`config.mk`:
```
export PLATFORM = sky130hd
export DESIGN_NAME = mmavg_exec_unit
export DESIGN_NICKNAME = d
export VERILOG_FILES = /design/src/rtl/mmavg_pkg.sv /design/src/rtl/mmavg_decode.sv /design/src/rtl/mmavg_alu.sv /design/src/rtl/mmavg_cond.sv /design/src/rtl/mmavg_exec_unit.sv
export SDC_FILE = /design/constraint.sdc
export NUM_CORES = 1
export LEC_CHECK = 0
export ABC_AREA = 1
export BUFFER_PORTS_ARGS = -buffer_cell sky130_fd_sc_hd__buf_2
export CORE_MARGIN = 5
export CORE_UTILIZATION = 54
export CTS_BUF_LIST = sky130_fd_sc_hd__clkbuf_4
export CTS_CLUSTER_SIZE = 8
export DETAILED_ROUTE_END_ITERATION = 10
export GPL_ROUTABILITY_DRIVEN = 0
export HOLD_SLACK_MARGIN = 0.05
export PLACE_DENSITY = 0.81
export SYNTH_ARGS = -nofsm -noshare
export SYNTH_HDL_FRONTEND = slang
export SYNTH_HIERARCHICAL = 1
export SYNTH_SLANG_ARGS = --single-unit
```
`constraint.sdc`:
```
create_clock -name clk -period 3.8 [get_ports clk]
set_input_delay 1.14 -clock clk [delete_from_list [all_inputs] [get_ports clk]]
set_output_delay 1.14 -clock clk [all_outputs]
set_load 0.03 [all_outputs]
```
`src/rtl/mmavg_pkg.sv`:
```
package mmavg_pkg;

   localparam int unsigned INSN_W = 32;
   localparam int unsigned REG_IDX_W = 5;
   localparam int unsigned XO_W = 10;
   localparam int unsigned CR_W = 4;

   localparam logic [XO_W-1:0] XO_MAXU = 10'b0011001110;
   localparam logic [XO_W-1:0] XO_MINS = 10'b0101001110;
   localparam logic [XO_W-1:0] XO_MINU = 10'b0001001110;
   localparam logic [XO_W-1:0] XO_AVG  = 10'b1101001110;

   typedef enum logic [2:0] {
      OPK_NONE = 3'd0,
      OPK_MAXU = 3'd1,
      OPK_MINS = 3'd2,
      OPK_MINU = 3'd3,
      OPK_AVG  = 3'd4
   } mm_op_e;

   typedef struct packed {
      logic                 legal;
      logic                 rec;
      logic [REG_IDX_W-1:0] rt;
      mm_op_e               op;
   } mm_dec_t;

endpackage

```
`src/rtl/mmavg_decode.sv`:
```
module mmavg_decode
   import mmavg_pkg::*;
#(
   parameter int unsigned PRIMARY_OP = 22
) (
   input  logic [10:0] hi_bits,
   input  logic [10:0] lo_bits,
   output mm_dec_t     dec
);

   localparam int unsigned PO_W = 6;

   logic [PO_W-1:0] prim;
   logic [XO_W-1:0] xo;
   mm_op_e          op_sel;

   if (PRIMARY_OP >= (1 << PO_W)) begin : g_bad_prim
      $error("PRIMARY_OP does not fit the primary opcode field");
   end

   assign prim = hi_bits[10:5];
   assign xo   = lo_bits[10:1];

   always_comb begin
      op_sel = OPK_NONE;
      if (prim == PO_W'(PRIMARY_OP)) begin
         unique case (xo)
            XO_MAXU: op_sel = OPK_MAXU;
            XO_MINS: op_sel = OPK_MINS;
            XO_MINU: op_sel = OPK_MINU;
            XO_AVG:  op_sel = OPK_AVG;
            default: op_sel = OPK_NONE;
         endcase
      end
   end

   always_comb begin
      dec.op    = op_sel;
      dec.legal = (op_sel != OPK_NONE);
      dec.rec   = lo_bits[0];
      dec.rt    = hi_bits[4:0];
   end

endmodule

```
`src/rtl/mmavg_alu.sv`:
```
module mmavg_alu
   import mmavg_pkg::*;
#(
   parameter int unsigned XLEN       = 64,
   parameter bit          SHARED_CMP = 1'b1
) (
   input  mm_op_e          op,
   input  logic [XLEN-1:0] a,
   input  logic [XLEN-1:0] b,
   output logic [XLEN-1:0] res
);

   localparam int unsigned SUM_W = XLEN + 1;
   localparam int unsigned CMP_W = XLEN + 2;

   logic            is_signed;
   logic            a_lt_b;
   logic [SUM_W-1:0] avg_sum;
   logic [XLEN-1:0]  avg_res;

   if (XLEN < 2) begin : g_bad_xlen
      $error("XLEN must be at least 2");
   end

   assign is_signed = (op == OPK_MINS);

   if (SHARED_CMP) begin : g_cmp_shared
      logic [CMP_W-1:0] ax;
      logic [CMP_W-1:0] bx;
      logic [CMP_W-1:0] diff;
      assign ax     = {{2{is_signed & a[XLEN-1]}}, a};
      assign bx     = {{2{is_signed & b[XLEN-1]}}, b};
      assign diff   = ax - bx;
      assign a_lt_b = diff[CMP_W-1];
   end else begin : g_cmp_dual
      logic lt_s;
      logic lt_u;
      assign lt_s   = ($signed(a) < $signed(b));
      assign lt_u   = (a < b);
      assign a_lt_b = is_signed ? lt_s : lt_u;
   end

   assign avg_sum = {1'b0, a} + {1'b0, b} + SUM_W'(1);
   assign avg_res = avg_sum[SUM_W-1:1];

   always_comb begin
      unique case (op)
         OPK_MAXU: res = a_lt_b ? b : a;
         OPK_MINS: res = a_lt_b ? a : b;
         OPK_MINU: res = a_lt_b ? a : b;
         OPK_AVG:  res = avg_res;
         default:  res = '0;
      endcase
   end

endmodule

```
`src/rtl/mmavg_cond.sv`:
```
module mmavg_cond
   import mmavg_pkg::*;
#(
   parameter int unsigned XLEN = 64
) (
   input  logic [XLEN-1:0] value,
   input  logic            so,
   output logic [CR_W-1:0] field
);

   logic neg;
   logic zero;

   assign neg   = value[XLEN-1];
   assign zero  = (value == '0);
   assign field = {neg, ~neg & ~zero, zero, so};

endmodule

```
`src/rtl/mmavg_exec_unit.sv`:
```
module mmavg_exec_unit
   import mmavg_pkg::*;
#(
   parameter int unsigned XLEN       = 64,
   parameter int unsigned PRIMARY_OP = 22,
   parameter bit          SHARED_CMP = 1'b1
) (
   input  logic                 clk,
   input  logic                 rst,
   input  logic                 in_valid,
   input  logic [INSN_W-1:0]    insn,
   input  logic [XLEN-1:0]      opnd_a,
   input  logic [XLEN-1:0]      opnd_b,
   input  logic                 so_in,
   output logic                 out_valid,
   output logic [REG_IDX_W-1:0] out_rt,
   output logic [XLEN-1:0]      out_result,
   output logic                 out_wen,
   output logic                 out_illegal,
   output logic                 out_cr_wen,
   output logic [CR_W-1:0]      out_cr
);

   mm_dec_t         dec;
   logic [XLEN-1:0] alu_res;
   logic [CR_W-1:0] cr_next;

   logic                 r_valid;
   logic [REG_IDX_W-1:0] r_rt;
   logic [XLEN-1:0]      r_res;
   logic                 r_wen;
   logic                 r_ill;
   logic                 r_crw;
   logic [CR_W-1:0]      r_cr;

   if (XLEN < 2) begin : g_bad_width
      $error("XLEN must be at least 2");
   end

   mmavg_decode #(
      .PRIMARY_OP(PRIMARY_OP)
   ) u_decode (
      .hi_bits(insn[31:21]),
      .lo_bits(insn[10:0]),
      .dec    (dec)
   );

   mmavg_alu #(
      .XLEN      (XLEN),
      .SHARED_CMP(SHARED_CMP)
   ) u_alu (
      .op (dec.op),
      .a  (opnd_a),
      .b  (opnd_b),
      .res(alu_res)
   );

   mmavg_cond #(
      .XLEN(XLEN)
   ) u_cond (
      .value(alu_res),
      .so   (so_in),
      .field(cr_next)
   );

   always_ff @(posedge clk) begin
      if (rst) begin
         r_valid <= 1'b0;
         r_wen   <= 1'b0;
         r_ill   <= 1'b0;
         r_crw   <= 1'b0;
         r_rt    <= '0;
         r_res   <= '0;
         r_cr    <= '0;
      end else begin
         r_valid <= in_valid;
         if (in_valid) begin
            r_rt  <= dec.rt;
            r_res <= alu_res;
            r_wen <= dec.legal;
            r_ill <= ~dec.legal;
            r_crw <= dec.legal & dec.rec;
            r_cr  <= cr_next;
         end
      end
   end

   assign out_valid   = r_valid;
   assign out_rt      = r_rt;
   assign out_result  = r_res;
   assign out_wen     = r_valid & r_wen;
   assign out_illegal = r_valid & r_ill;
   assign out_cr_wen  = r_valid & r_crw;
   assign out_cr      = r_cr;

   p_strobe_to_valid_r9 : assert property (@(posedge clk) disable iff (rst)
      in_valid |=> out_valid);
   p_idle_quiet_r9 : assert property (@(posedge clk) disable iff (rst)
      !in_valid |=> (!out_valid && !out_wen && !out_cr_wen && !out_illegal));
   p_illegal_no_write_r8 : assert property (@(posedge clk) disable iff (rst)
      out_illegal |-> (!out_wen && !out_cr_wen));
   p_cr_needs_write_r7 : assert property (@(posedge clk) disable iff (rst)
      out_cr_wen |-> out_wen);
   p_cr_one_relation_r6 : assert property (@(posedge clk) disable iff (rst)
      out_cr_wen |-> ($countones(out_cr[3:1]) == 1));
   p_avg_between_r5 : assert property (@(posedge clk) disable iff (rst)
      (in_valid && dec.op == OPK_AVG) |->
         ((alu_res >= opnd_a || alu_res >= opnd_b) &&
          (alu_res <= opnd_a || alu_res <= opnd_b)));
   p_minu_bound_r4 : assert property (@(posedge clk) disable iff (rst)
      (in_valid && dec.op == OPK_MINU) |->
         (alu_res <= opnd_a && alu_res <= opnd_b));
   p_maxu_bound_r2 : assert property (@(posedge clk) disable iff (rst)
      (in_valid && dec.op == OPK_MAXU) |->
         (alu_res >= opnd_a && alu_res >= opnd_b));

endmodule

```
==> results_dict.tcl, run 1 <==
set metrics [dict create \
    die-height_um 165.5 \
    synth_top_area_frac 0.1910 \
    synth.area.top_cells "nand3_1 19%, nand2_1 12%, ha_1 12%, dfxtp_1 12%, inv_1 11%" \
    syn-cell-area_um2 13050 \
    ys_warn_count 6 \
    dp_worst_setup_slack_ns -0.8344 \
    overflow 114 \
    ys_ff_latch 77 \
    start_util 0.5528 \
    worst_endpoint "out_cr[1]$_SDFFE_PP0P_/D" \
    io-pin-count 241 \
    die_w_um 165.5 \
    placed_area_um2 18280 \
    status "stopped before the end" \
    syn_area_per_cell_um2 5.445 \
    stop_stage "global routing (5_1_grt)" \
    yosysUniqueCellTypes 36 \
    synthesis.nets 2688 \
    cts_buffer_depth 2 \
    rows 56 \
    cts_sinks 77 \
    synthesis.instances 2397 \
    cts-root-buf "clkbuf_4" \
    cts_buffers 9 \
    port_buffers 230 \
    grt_usage 0.7476 \
    place_hpwl_um 42110 \
    cts.htree.levels 3 \
    yosysTopAreaCell "nand3_1" \
    grt_max_degree 77 \
    worst_path_end_type "sequential cell input" \
    firstError "[ERROR GRT-0232] Routing congestion too high. Check the congestion heatmap in the GUI." \
    ys_seq_area_frac 0.1181 \
]
[per-layer routing]
metal,GRT usage,GRT overflow
met2,0.8944,63
met4,0.7398,46
met3,0.6265,2
met5,0.2803,0
met1,0.7424,3
[per-stage QoR]
stage                     utilization  std cells
after floorplan                     -       2397
after global placement         0.7740       3389
after detailed placement       0.7740       3389
after CTS                      0.8108       3432
[what timing repair did]
item                       4_1_cts
hold buffers                     0
setup buffers                   19
pin swaps                       22
cloned                           8
setup endpoints to repair        2
resized for setup               54
[Yosys cell counts, drive strengths merged]
library cell,n
nand2,425
buf,77
and2,1
a21oi,112
o21a,1
a21boi,22
o31a,1
nor2,375
nor3,29
fa,1
nor4,8
inv,398
a21o,12
or2,2
o211ai,2
nor3b,1
nand4,21
dfxtp,77
clkbuf,24
nand3,502
o21ai,166
ha,126
o21bai,14
[logic make-up after synthesis]
group / count (synthesis) / synth area share
simple gates: 1364 / 0.4612
buf+inv: 499 / 0.1618
fa+ha+maj: 127 / 0.1223
flops: 77 / 0.1181
compound gates: 330 / 0.1366
==> inputs of run 2 (changes only) <==
--- a/config.mk
+++ b/config.mk
@@ -8,13 +8,10 @@
 export ABC_AREA = 1
 export BUFFER_PORTS_ARGS = -buffer_cell sky130_fd_sc_hd__buf_2
 export CORE_MARGIN = 5
-export CORE_UTILIZATION = 54
-export CTS_BUF_LIST = sky130_fd_sc_hd__clkbuf_4
-export CTS_CLUSTER_SIZE = 8
+export CORE_UTILIZATION = 40
 export DETAILED_ROUTE_END_ITERATION = 10
 export GPL_ROUTABILITY_DRIVEN = 0
-export HOLD_SLACK_MARGIN = 0.05
-export PLACE_DENSITY = 0.81
+export PLACE_DENSITY_LB_ADDON = 0.15
 export SYNTH_ARGS = -nofsm -noshare
 export SYNTH_HDL_FRONTEND = slang
 export SYNTH_HIERARCHICAL = 1
==> constraint.sdc (replaced) <==
create_clock -name clk -period 4.9 [get_ports clk]
set_input_delay 1.47 -clock clk [delete_from_list [all_inputs] [get_ports clk]]
set_output_delay 1.47 -clock clk [all_outputs]
set_load 0.03 [all_outputs]
==> run 2 against run 1 <==
The run now ends clean. Area after synthesis did not move. Synthesized cell count stayed put.
==> results_dict.tcl, run 2 <==
set metrics [dict create \
    vias_per_cell 5.237 \
    cts_resized 0 \
    crit_path_top_delay_cell "ha_1" \
    cts_sinks 77 \
    dr_wl_met3_um 3715 \
    firstDrtPassIters 5 \
    cts_tree "built" \
    synth.area.top_cells "nand3_1 19%, nand2_1 12%, ha_1 12%, dfxtp_1 12%, inv_1 11%" \
    path_clk_slew_ns 0.07 \
    grt_usage 0.2690 \
    setup_viol 0 \
    drv_cap 0 \
    max_stage_delay_ns 0.32 \
    ys_ff_latch 77 \
    min_period_ns 4.617 \
    syn-cell-area_um2 13050 \
    tightestPinTransition_ns 1.083 \
    start_kind "input port" \
    ys_seq_area_frac 0.1181 \
    period_share 0.9422 \
    status "finished clean" \
    cts_buffer_depth 2 \
    grt_pass1_vias 16252 \
    cp.arrival_ns 4.92 \
    synthFlopType "dfxtp_1" \
    leakagePower_uw 0.009239 \
    dp_worst_setup_slack_ns -0.1121 \
    ir_drop_mv 0.1779 \
    p_per_area_nw_per_um2 170.7 \
    synthesis.instances 2397 \
    grt_first_pass_wirelength_um 80220 \
    routed_wl_um 50300 \
    cts-root-buf "clkbuf_16" \
    postCtsHoldBufs 0 \
    area_delta_synth_final_pct 28.90 \
    yosysTopAreaCell "nand3_1" \
    synthesis.nets 2688 \
    grt_max_degree 77 \
    port_buffers 230 \
    num-fill-cells 3521 \
    drv_slew 0 \
    worstHoldPathType "flip-flop to flip-flop" \
    crit_fanout 13 \
    drc 0 \
    rows 66 \
    vias 17094 \
    ys_warn_count 6 \
    synth_top_area_frac 0.1910 \
    critPathKind "input port to flip-flop" \
    postCtsSetupBuffers 0 \
    layoutNonFillerInstCount 3264 \
    hold_violations 0 \
    max_slew_margin 0.2782 \
    critPathTopFamily "simple AND/OR/NAND/NOR gates" \
    yosysUniqueCellTypes 36 \
    core-area_um2 32370 \
    antenna_found_initial 1 \
    place_inst 3247 \
    syn_area_per_cell_um2 5.445 \
    ys_top_cells_by_count "498 x nand3_1, 422 x nand2_1, 395 x inv_1" \
    overflow 0 \
    crit_buf_inv 6 \
    met1_length_um 21260 \
    die-height_um 190.6 \
    post_drt_wl_per_cell_um 15.41 \
    crit_top_cell "nor2_1" \
    fin_area_um2 16820 \
    clock_skew_ns 0 \
    layout_commonest_cell "nand3_1" \
    synth_edf_count 0 \
    drt_iter0_drc 1352 \
    ant_nets 0 \
    cts_buffers 9 \
    placed_area_um2 16470 \
    final.setup.tns_ns 0 \
    highest_layer "met5" \
    place_hpwl_um 40530 \
    layout_setup_ws_ns 0.2832 \
    die_area_um2 36340 \
    final_nets 3107 \
    start_util 0.4032 \
    drive_above_1_share 0.2099 \
    yosysMostFrequentCell "nand3_1" \
    io-pin-count 241 \
    largest_reg_flops 64 \
    final_cell_mix "497 x nand3_1, 421 x nand2_1, 394 x inv_1, 329 x nor2_1, 263 x buf_4" \
    wl_met2_um 23800 \
    clkLatencyLatePin_ns 0.37 \
    synthArstFlopShare 0 \
    die_w_um 190.6 \
    cp.required_ns 5.20 \
    end_kind "flip-flop" \
    fmax_mhz 216.6 \
    cts.htree.levels 3 \
]
run 2: path summary, 6_finish.rpt:
| check | end | slack, ns | depth (start not counted) | start |
|---|---|---|---|---|
| worst min-delay path | r_crw | 0.48 | 2 | r_crw |
| worst max-delay path | out_cr[1] | 0.28 | 26 | opnd_b[58] |
| worst max register to register | r_wen | 4.26 | 2 | r_wen |
| worst min register to register | r_crw | 0.48 | 2 | r_crw |
run 2: tightest hold or removal path: cells and delay by family, from the launching register on:
kind	cells	cell delay, ns
AOI/OAI and AO/OA	1	0.06
DFF	1	0.31
and+or+nand+nor	1	0.06
run 2: power by group:
group | internal (uW) | switching, uW | total (uW)
Clock | 454 | 322 | 777
Combinational | 543 | 882 | 1430
Sequential | 657 | 12.7 | 670
run 2: layout make-up:
cell class,count,area [um2],share of cell area
Antenna cell,1,2.502,0.0001487
Clock buffer,9,225.2,0.01339
Clock inverter,7,105.1,0.006247
Inverter,398,1496,0.08894
Multi-Input combinational cell,1821,9455,0.5620
Sequential cell,77,1541,0.09162
Tap cell,442,553.0,0.03287
Timing Repair Buffer,509,3446,0.2048
run 2: routing by layer:
metal | track usage | vias to the layer above
li1 | - | 8576
met5 | 0 | -
met2 | 0.4644 | 678
met3 | 0.04193 | 99
met1 | 0.3399 | 7739
met4 | 0.09530 | 2
run 2: kinds of logic after synthesis:
kind of cell	after synthesis	synth area share
flip-flops	77	0.1181
buffers and inverters	499	0.1618
AO/OA/AOI/OAI	330	0.1366
adder cells (fa/ha/maj)	127	0.1223
AND/OR/NAND/NOR	1364	0.4612
run 2: stage by stage:
step                hold slack [ns]    util  total power [uW]
floorplan                    0.4333       -              1521
global placement             0.4516  0.5087              2053
detailed placement           0.4615  0.5087              2078
CTS                          0.4729  0.5189              2878
global route                 0.5065  0.5197              3080
finish                       0.4752  0.5198              2872
(Power assumes the default switching activity.)
==> inputs of run 3 (changes only) <==
--- a/config.mk
+++ b/config.mk
@@ -7,6 +7,7 @@
 export LEC_CHECK = 0
 export ABC_AREA = 1
 export BUFFER_PORTS_ARGS = -buffer_cell sky130_fd_sc_hd__buf_2
+export CORE_ASPECT_RATIO = 1.1
 export CORE_MARGIN = 5
 export CORE_UTILIZATION = 40
 export DETAILED_ROUTE_END_ITERATION = 10
==> run 3 against run 2 <==
Worst hold slack worse by 0.011 ns. Wire length grew 0.42%. Core utilization grew 0.079 points. Clock power up 9.5%. Maximum frequency increased by 0.46%. Sequential share of layout area hardly changed. Clock-buffer cell count is the same. Die area hardly changed. Critical endpoint is now out_cr[2].
==> results_dict.tcl, run 3 (synthesis gave the netlist of run 2 again) <==
set metrics [dict create \
    hold_violations 0 \
    clock_skew_ns 0 \
    place_inst 3229 \
    tightestPinTransition_ns 1.074 \
    reg2reg_slack_ns 4.24 \
    seq_area_um2 1541 \
    crit_buf_inv 4 \
    port_buffers 230 \
    cts_buffers 9 \
    layout_setup_ws_ns 0.3043 \
    grt_max_degree 77 \
    die_area_um2 36350 \
    largest_reg_flops 64 \
    clkLatencyLatePin_ns 0.37 \
    max_stage_delay_ns 0.33 \
    drive_above_1_share 0.2082 \
    crit_start "opnd_b[60]" \
    drv_slew 0 \
    final.setup.tns_ns 0 \
    grt_first_pass_wirelength_um 79980 \
    r2r-start "out_result[9]" \
    routed_wl_um 50510 \
    cp_num_cells 24 \
    worstHoldPathType "flip-flop to flip-flop" \
    cts-root-buf "clkbuf_16" \
    min_to "r_wen" \
    vias 17116 \
    drt_iter0_drc 1249 \
    end_kind "flip-flop" \
    vias_per_cell 5.273 \
    drv_cap 0 \
    crit_fanout 20 \
    die-height_um 199.5 \
    critPathTopFamily "simple AND/OR/NAND/NOR gates" \
    fin_area_um2 16810 \
    cts.htree.levels 3 \
    core-area_um2 32290 \
    cts_sinks 77 \
    leakagePower_uw 0.009236 \
    grt_pass1_vias 16289 \
    place_hpwl_um 40570 \
    crit_chain "buf_2, inv_1, ha_1, nand2_1, nor3_2, nand3_1, a21oi_1, nor2_2, nand2_1, nand2_4, nand2_2, buf_4, buf_12, nand2_1, nand3_1, nand3_1, nor2_1, nand2_1, nor2_1, nand2_1, nor2_1, a21oi_1, nor2_1, nor2_1" \
    post_drt_wl_per_cell_um 15.56 \
    grt_usage 0.2669 \
    p_per_area_nw_per_um2 175.0 \
    overflow 0 \
    layoutNonFillerInstCount 3246 \
    rows 69 \
    cts_buffer_depth 2 \
    critPathKind "input port to flip-flop" \
    crit_path_top_delay_cell "a21oi_1" \
    ant_nets 0 \
    die_w_um 182.2 \
    final_cell_mix "497 x nand3_1, 421 x nand2_1, 394 x inv_1, 329 x nor2_1, 259 x buf_4" \
    placed_area_um2 16440 \
    min_period_ns 4.596 \
    final_nets 3105 \
    status "finished clean" \
    hold_depth 2 \
    cts_tree "built" \
    finish.utilization 0.5205 \
    layout_commonest_cell "nand3_1" \
    path_clk_slew_ns 0.07 \
    r2r-end "out_result[9]" \
    start_util 0.4042 \
    ir_drop_mv 0.1614 \
    cp.arrival_ns 4.86 \
    start_kind "input port" \
    drc 0 \
    io-pin-count 241 \
    dp_worst_setup_slack_ns -0.07602 \
    firstDrtPassIters 6 \
    postCtsHoldBufs 0 \
    fmax_mhz 217.6 \
    setup_viol 0 \
    reg2reg_depth 2 \
    rsz0062_at_grt "false" \
    hold_start "r_wen" \
    cp.required_ns 5.16 \
    max_slew_margin 0.2842 \
    antenna_found_initial 2 \
    num-fill-cells 3500 \
    period_share 0.9379 \
    multi_input_area_um2 9432 \
    area_delta_synth_final_pct 28.77 \
]
[run 3: changes by cell type in the layout (fill, tap and decap cells not counted), sizes merged]
cell / before / now
buf: 509 / 507
bufinv: 2 / 3
clkinvlp: 1 / 0
[run 3: tightest hold or removal path, stage by stage (launching register included)]
cell and delay, ns:
dfxtp_1 0.31, nand2_1 0.06, a21oi_1 0.05
[run 3: layout make-up]
type | instances | share of cell area
clock buffers | 9 | 0.01340
clock inverters | 7 | 0.007742
well taps | 426 | 0.03171
inverters | 398 | 0.08903
flip-flops and latches | 77 | 0.09171
repair buffers | 507 | 0.2051
multi-input cells | 1821 | 0.5612
diodes | 1 | 0.0001489
[run 3: stage by stage]
stage	power, uW	hold WS (ns)
after global routing	3141	0.5044
after floorplan	1521	0.4333
final	2942	0.4639
after CTS	2943	0.4674
after global placement	2052	0.4520
after detailed placement	2078	0.4569
[run 3: repair_timing]
item / CTS / global route
hold endpoints to repair: 0 / 0
endpoints found under the setup margin: 0 / 2
gates resized for setup: 0 / 3
setup buffers: 0 / 0
[run 3: worst max path at each step]
stage,endpoint,slack (ns)
floorplan,out_cr[1],0.81
global placement,out_cr[1],-0.02
detailed placement,out_cr[2],-0.08
CTS,out_cr[1],0.31
global route,out_cr[1],0.03
finish,out_cr[2],0.30
[run 3: routing by layer]
layer	track usage	up-vias	share of wire
met1	0.3264	7703	0.41
met4	0.1059	2	0.037
li1	-	8564	-
met2	0.4696	717	0.48
met3	0.04315	130	0.071
met5	0	-	0.00026
[run 3: where the power goes]
part | switching (uW) | internal, uW | leakage (uW)
registers | 12.8 | 657 | 0.000635
clock network | 342 | 509 | 0.000174
logic | 879 | 542 | 0.00843
total | 1230 | 1710 | 0.00924
==> inputs of run 4 (changes only) <==
--- a/config.mk
+++ b/config.mk
@@ -10,6 +10,7 @@
 export CORE_ASPECT_RATIO = 1.1
 export CORE_MARGIN = 5
 export CORE_UTILIZATION = 40
+export CTS_CLUSTER_SIZE = 16
 export DETAILED_ROUTE_END_ITERATION = 10
 export GPL_ROUTABILITY_DRIVEN = 0
 export PLACE_DENSITY_LB_ADDON = 0.15
==> constraint.sdc (replaced) <==
create_clock -name clk -period 3.9 [get_ports clk]
set_input_delay 1.17 -clock clk [delete_from_list [all_inputs] [get_ports clk]]
set_output_delay 1.17 -clock clk [all_outputs]
set_load 0.03 [all_outputs]
==> run 4 against run 3 <==
Sequential share of layout area decreased by 2.0 points. Clock skew unchanged. Worst setup slack got worse by 0.32 ns. Final area increased by 27%. Non-clock buffer count increased by 337. The run now ends with setup timing left.
==> results_dict.tcl, run 4 (synthesis gave the netlist of run 2 again) <==
set metrics [dict create \
    p_per_area_nw_per_um2 202.0 \
    cp.arrival_ns 4.22 \
    die_w_um 182.2 \
    grt_pass1_vias 17916 \
    cts-root-buf "clkbuf_16" \
    layout_setup_ws_ns -0.01574 \
    drive_above_1_share 0.3894 \
    cts_buffer_depth 2 \
    post_drt_wl_per_cell_um 16.41 \
    finish.utilization 0.6623 \
    leakagePower_uw 0.01131 \
    place_inst 3513 \
    tightestPinTransition_ns 0.8230 \
    layout_commonest_cell "buf_4" \
    crit_fanout 6 \
    rsz0062_at_grt "true" \
    area_delta_synth_final_pct 63.84 \
    final_nets 3442 \
    setup_viol 2 \
    worstHoldPathType "flip-flop to flip-flop" \
    grtUsageMet3 0.03841 \
    place_hpwl_um 43360 \
    grt_usage 0.2924 \
    grtUsageMet2 0.5263 \
    start_util 0.4042 \
    min_period_ns 3.916 \
    rows 69 \
    critPathKind "input port to flip-flop" \
    io-pin-count 241 \
    routed_wl_um 58830 \
    violations "setup timing" \
    fmax_mhz 255.4 \
    placed_area_um2 18540 \
    antenna_found_initial 1 \
    postCtsHoldBufs 0 \
    cp.required_ns 4.21 \
    num-fill-cells 2928 \
    grt-busiest-layer "met2" \
    drc 0 \
    clkLatencyLatePin_ns 0.37 \
    largest_reg_flops 64 \
    firstDrtPassIters 6 \
    die-height_um 199.5 \
    drt_iter0_drc 1663 \
    hold_violations 0 \
    final.setup.tns_ns -0.02540 \
    ir_drop_mv 0.2126 \
    start_kind "input port" \
    layoutNonFillerInstCount 3584 \
    period_share 1.004 \
    vias 18914 \
    port_buffers 230 \
    cts_tree "built" \
    max_slew_margin 0.4514 \
    ant_nets 0 \
    power_uw 4321 \
    path_clk_slew_ns 0.07 \
    overflow 0 \
    status "finished with violations" \
    vias_per_cell 5.277 \
    final_cell_mix "564 x buf_4, 431 x nand3_1, 377 x nand2_1, 350 x inv_1, 283 x nor2_1" \
    cts_sinks 77 \
    core-area_um2 32290 \
    grt_first_pass_wirelength_um 87100 \
    cts_buffers 9 \
    clock_skew_ns 0 \
    end_kind "flip-flop" \
    cts.htree.levels 3 \
    drv_cap 0 \
    fin_area_um2 21390 \
    drv_slew 0 \
    die_area_um2 36350 \
    use_met1 0.3485 \
    grt_max_degree 56 \
]
-- run 4: cell count changes in the layout (fill, tap and decap cells not counted), moves of 46 or more --
cell and change:
nor2_1 -46, nand3_2 +59, buf_4 +305, ha_1 -52, ha_4 +52, nand3_1 -66
-- run 4: worst paths after layout --
path | startpoint | endpoint | slack [ns] | depth (start not counted)
setup / recovery | opnd_b[40] | out_cr[1] | -0.02 | 27
hold / removal | r_crw | r_crw | 0.49 | 2
setup reg to reg | out_cr[2] | out_cr[2] | 3.26 | 2
hold reg to reg | r_crw | r_crw | 0.49 | 2
-- run 4: layer usage --
| layer | vias up | routed length (um) |
|---|---|---|
| li1 | 9244 | - |
| met1 | 8646 | 23000 |
| met2 | 831 | 28710 |
| met3 | 193 | 4289 |
| met4 | 0 | 2825 |
| met5 | - | 0 |
-- run 4: what timing repair did --
action | 4_1_cts | 5_1_grt
setup endpoints to repair | 2 | 2
resized for setup | 133 | 279
pin swaps | 39 | 116
setup buffers | 21 | 23
cloned | 7 | 4
-- run 4: area by class of cell --
class / instances / area, um2 / share of cell area
Timing Repair Buffer: 844 / 6339 / 0.2964
Clock inverter: 7 / 105.1 / 0.004915
Clock buffer: 9 / 225.2 / 0.01053
Antenna cell: 2 / 5.005 / 0.0002340
Multi-Input combinational cell: 1821 / 11130 / 0.5207
Tap cell: 426 / 533.0 / 0.02492
Sequential cell: 77 / 1541 / 0.07208
Inverter: 398 / 1503 / 0.07027
-- run 4: stage by stage --
| stage | hold slack [ns] | setup slack, ns |
|---|---|---|
| after floorplan | 0.4333 | 0.1106 |
| after global routing | 0.4999 | -0.2071 |
| after detailed placement | 0.4758 | -0.7993 |
| after CTS | 0.4927 | 0.0002363 |
| final | 0.4902 | -0.01574 |
| after global placement | 0.4516 | -0.7464 |
-- run 4: worst max-delay path, cell delays in order --
cell	delay, ns
buf_2	0.10
inv_2	0.05
ha_4	0.27
nand2_1	0.07
buf_4	0.13
nor3_1	0.14
nand2_1	0.10
nand2_2	0.10
nand2_4	0.08
a21oi_4	0.18
nor2_4	0.08
buf_6	0.12
nand3_4	0.08
buf_12	0.14
buf_4	0.12
buf_4	0.14
nand3_1	0.09
nand3_1	0.10
nand3_1	0.11
nor2_1	0.10
nand2_1	0.09
nor2_2	0.17
nand2_2	0.10
nor2_4	0.14
and2_4	0.15
nor2_2	0.03
nor2_1	0.08
-- run 4: report_power, final --
group          total, uW  switching (uW)  internal, uW
sequential           841            16.2           825
combinational       2480            1360          1120
clock               1000             428           572
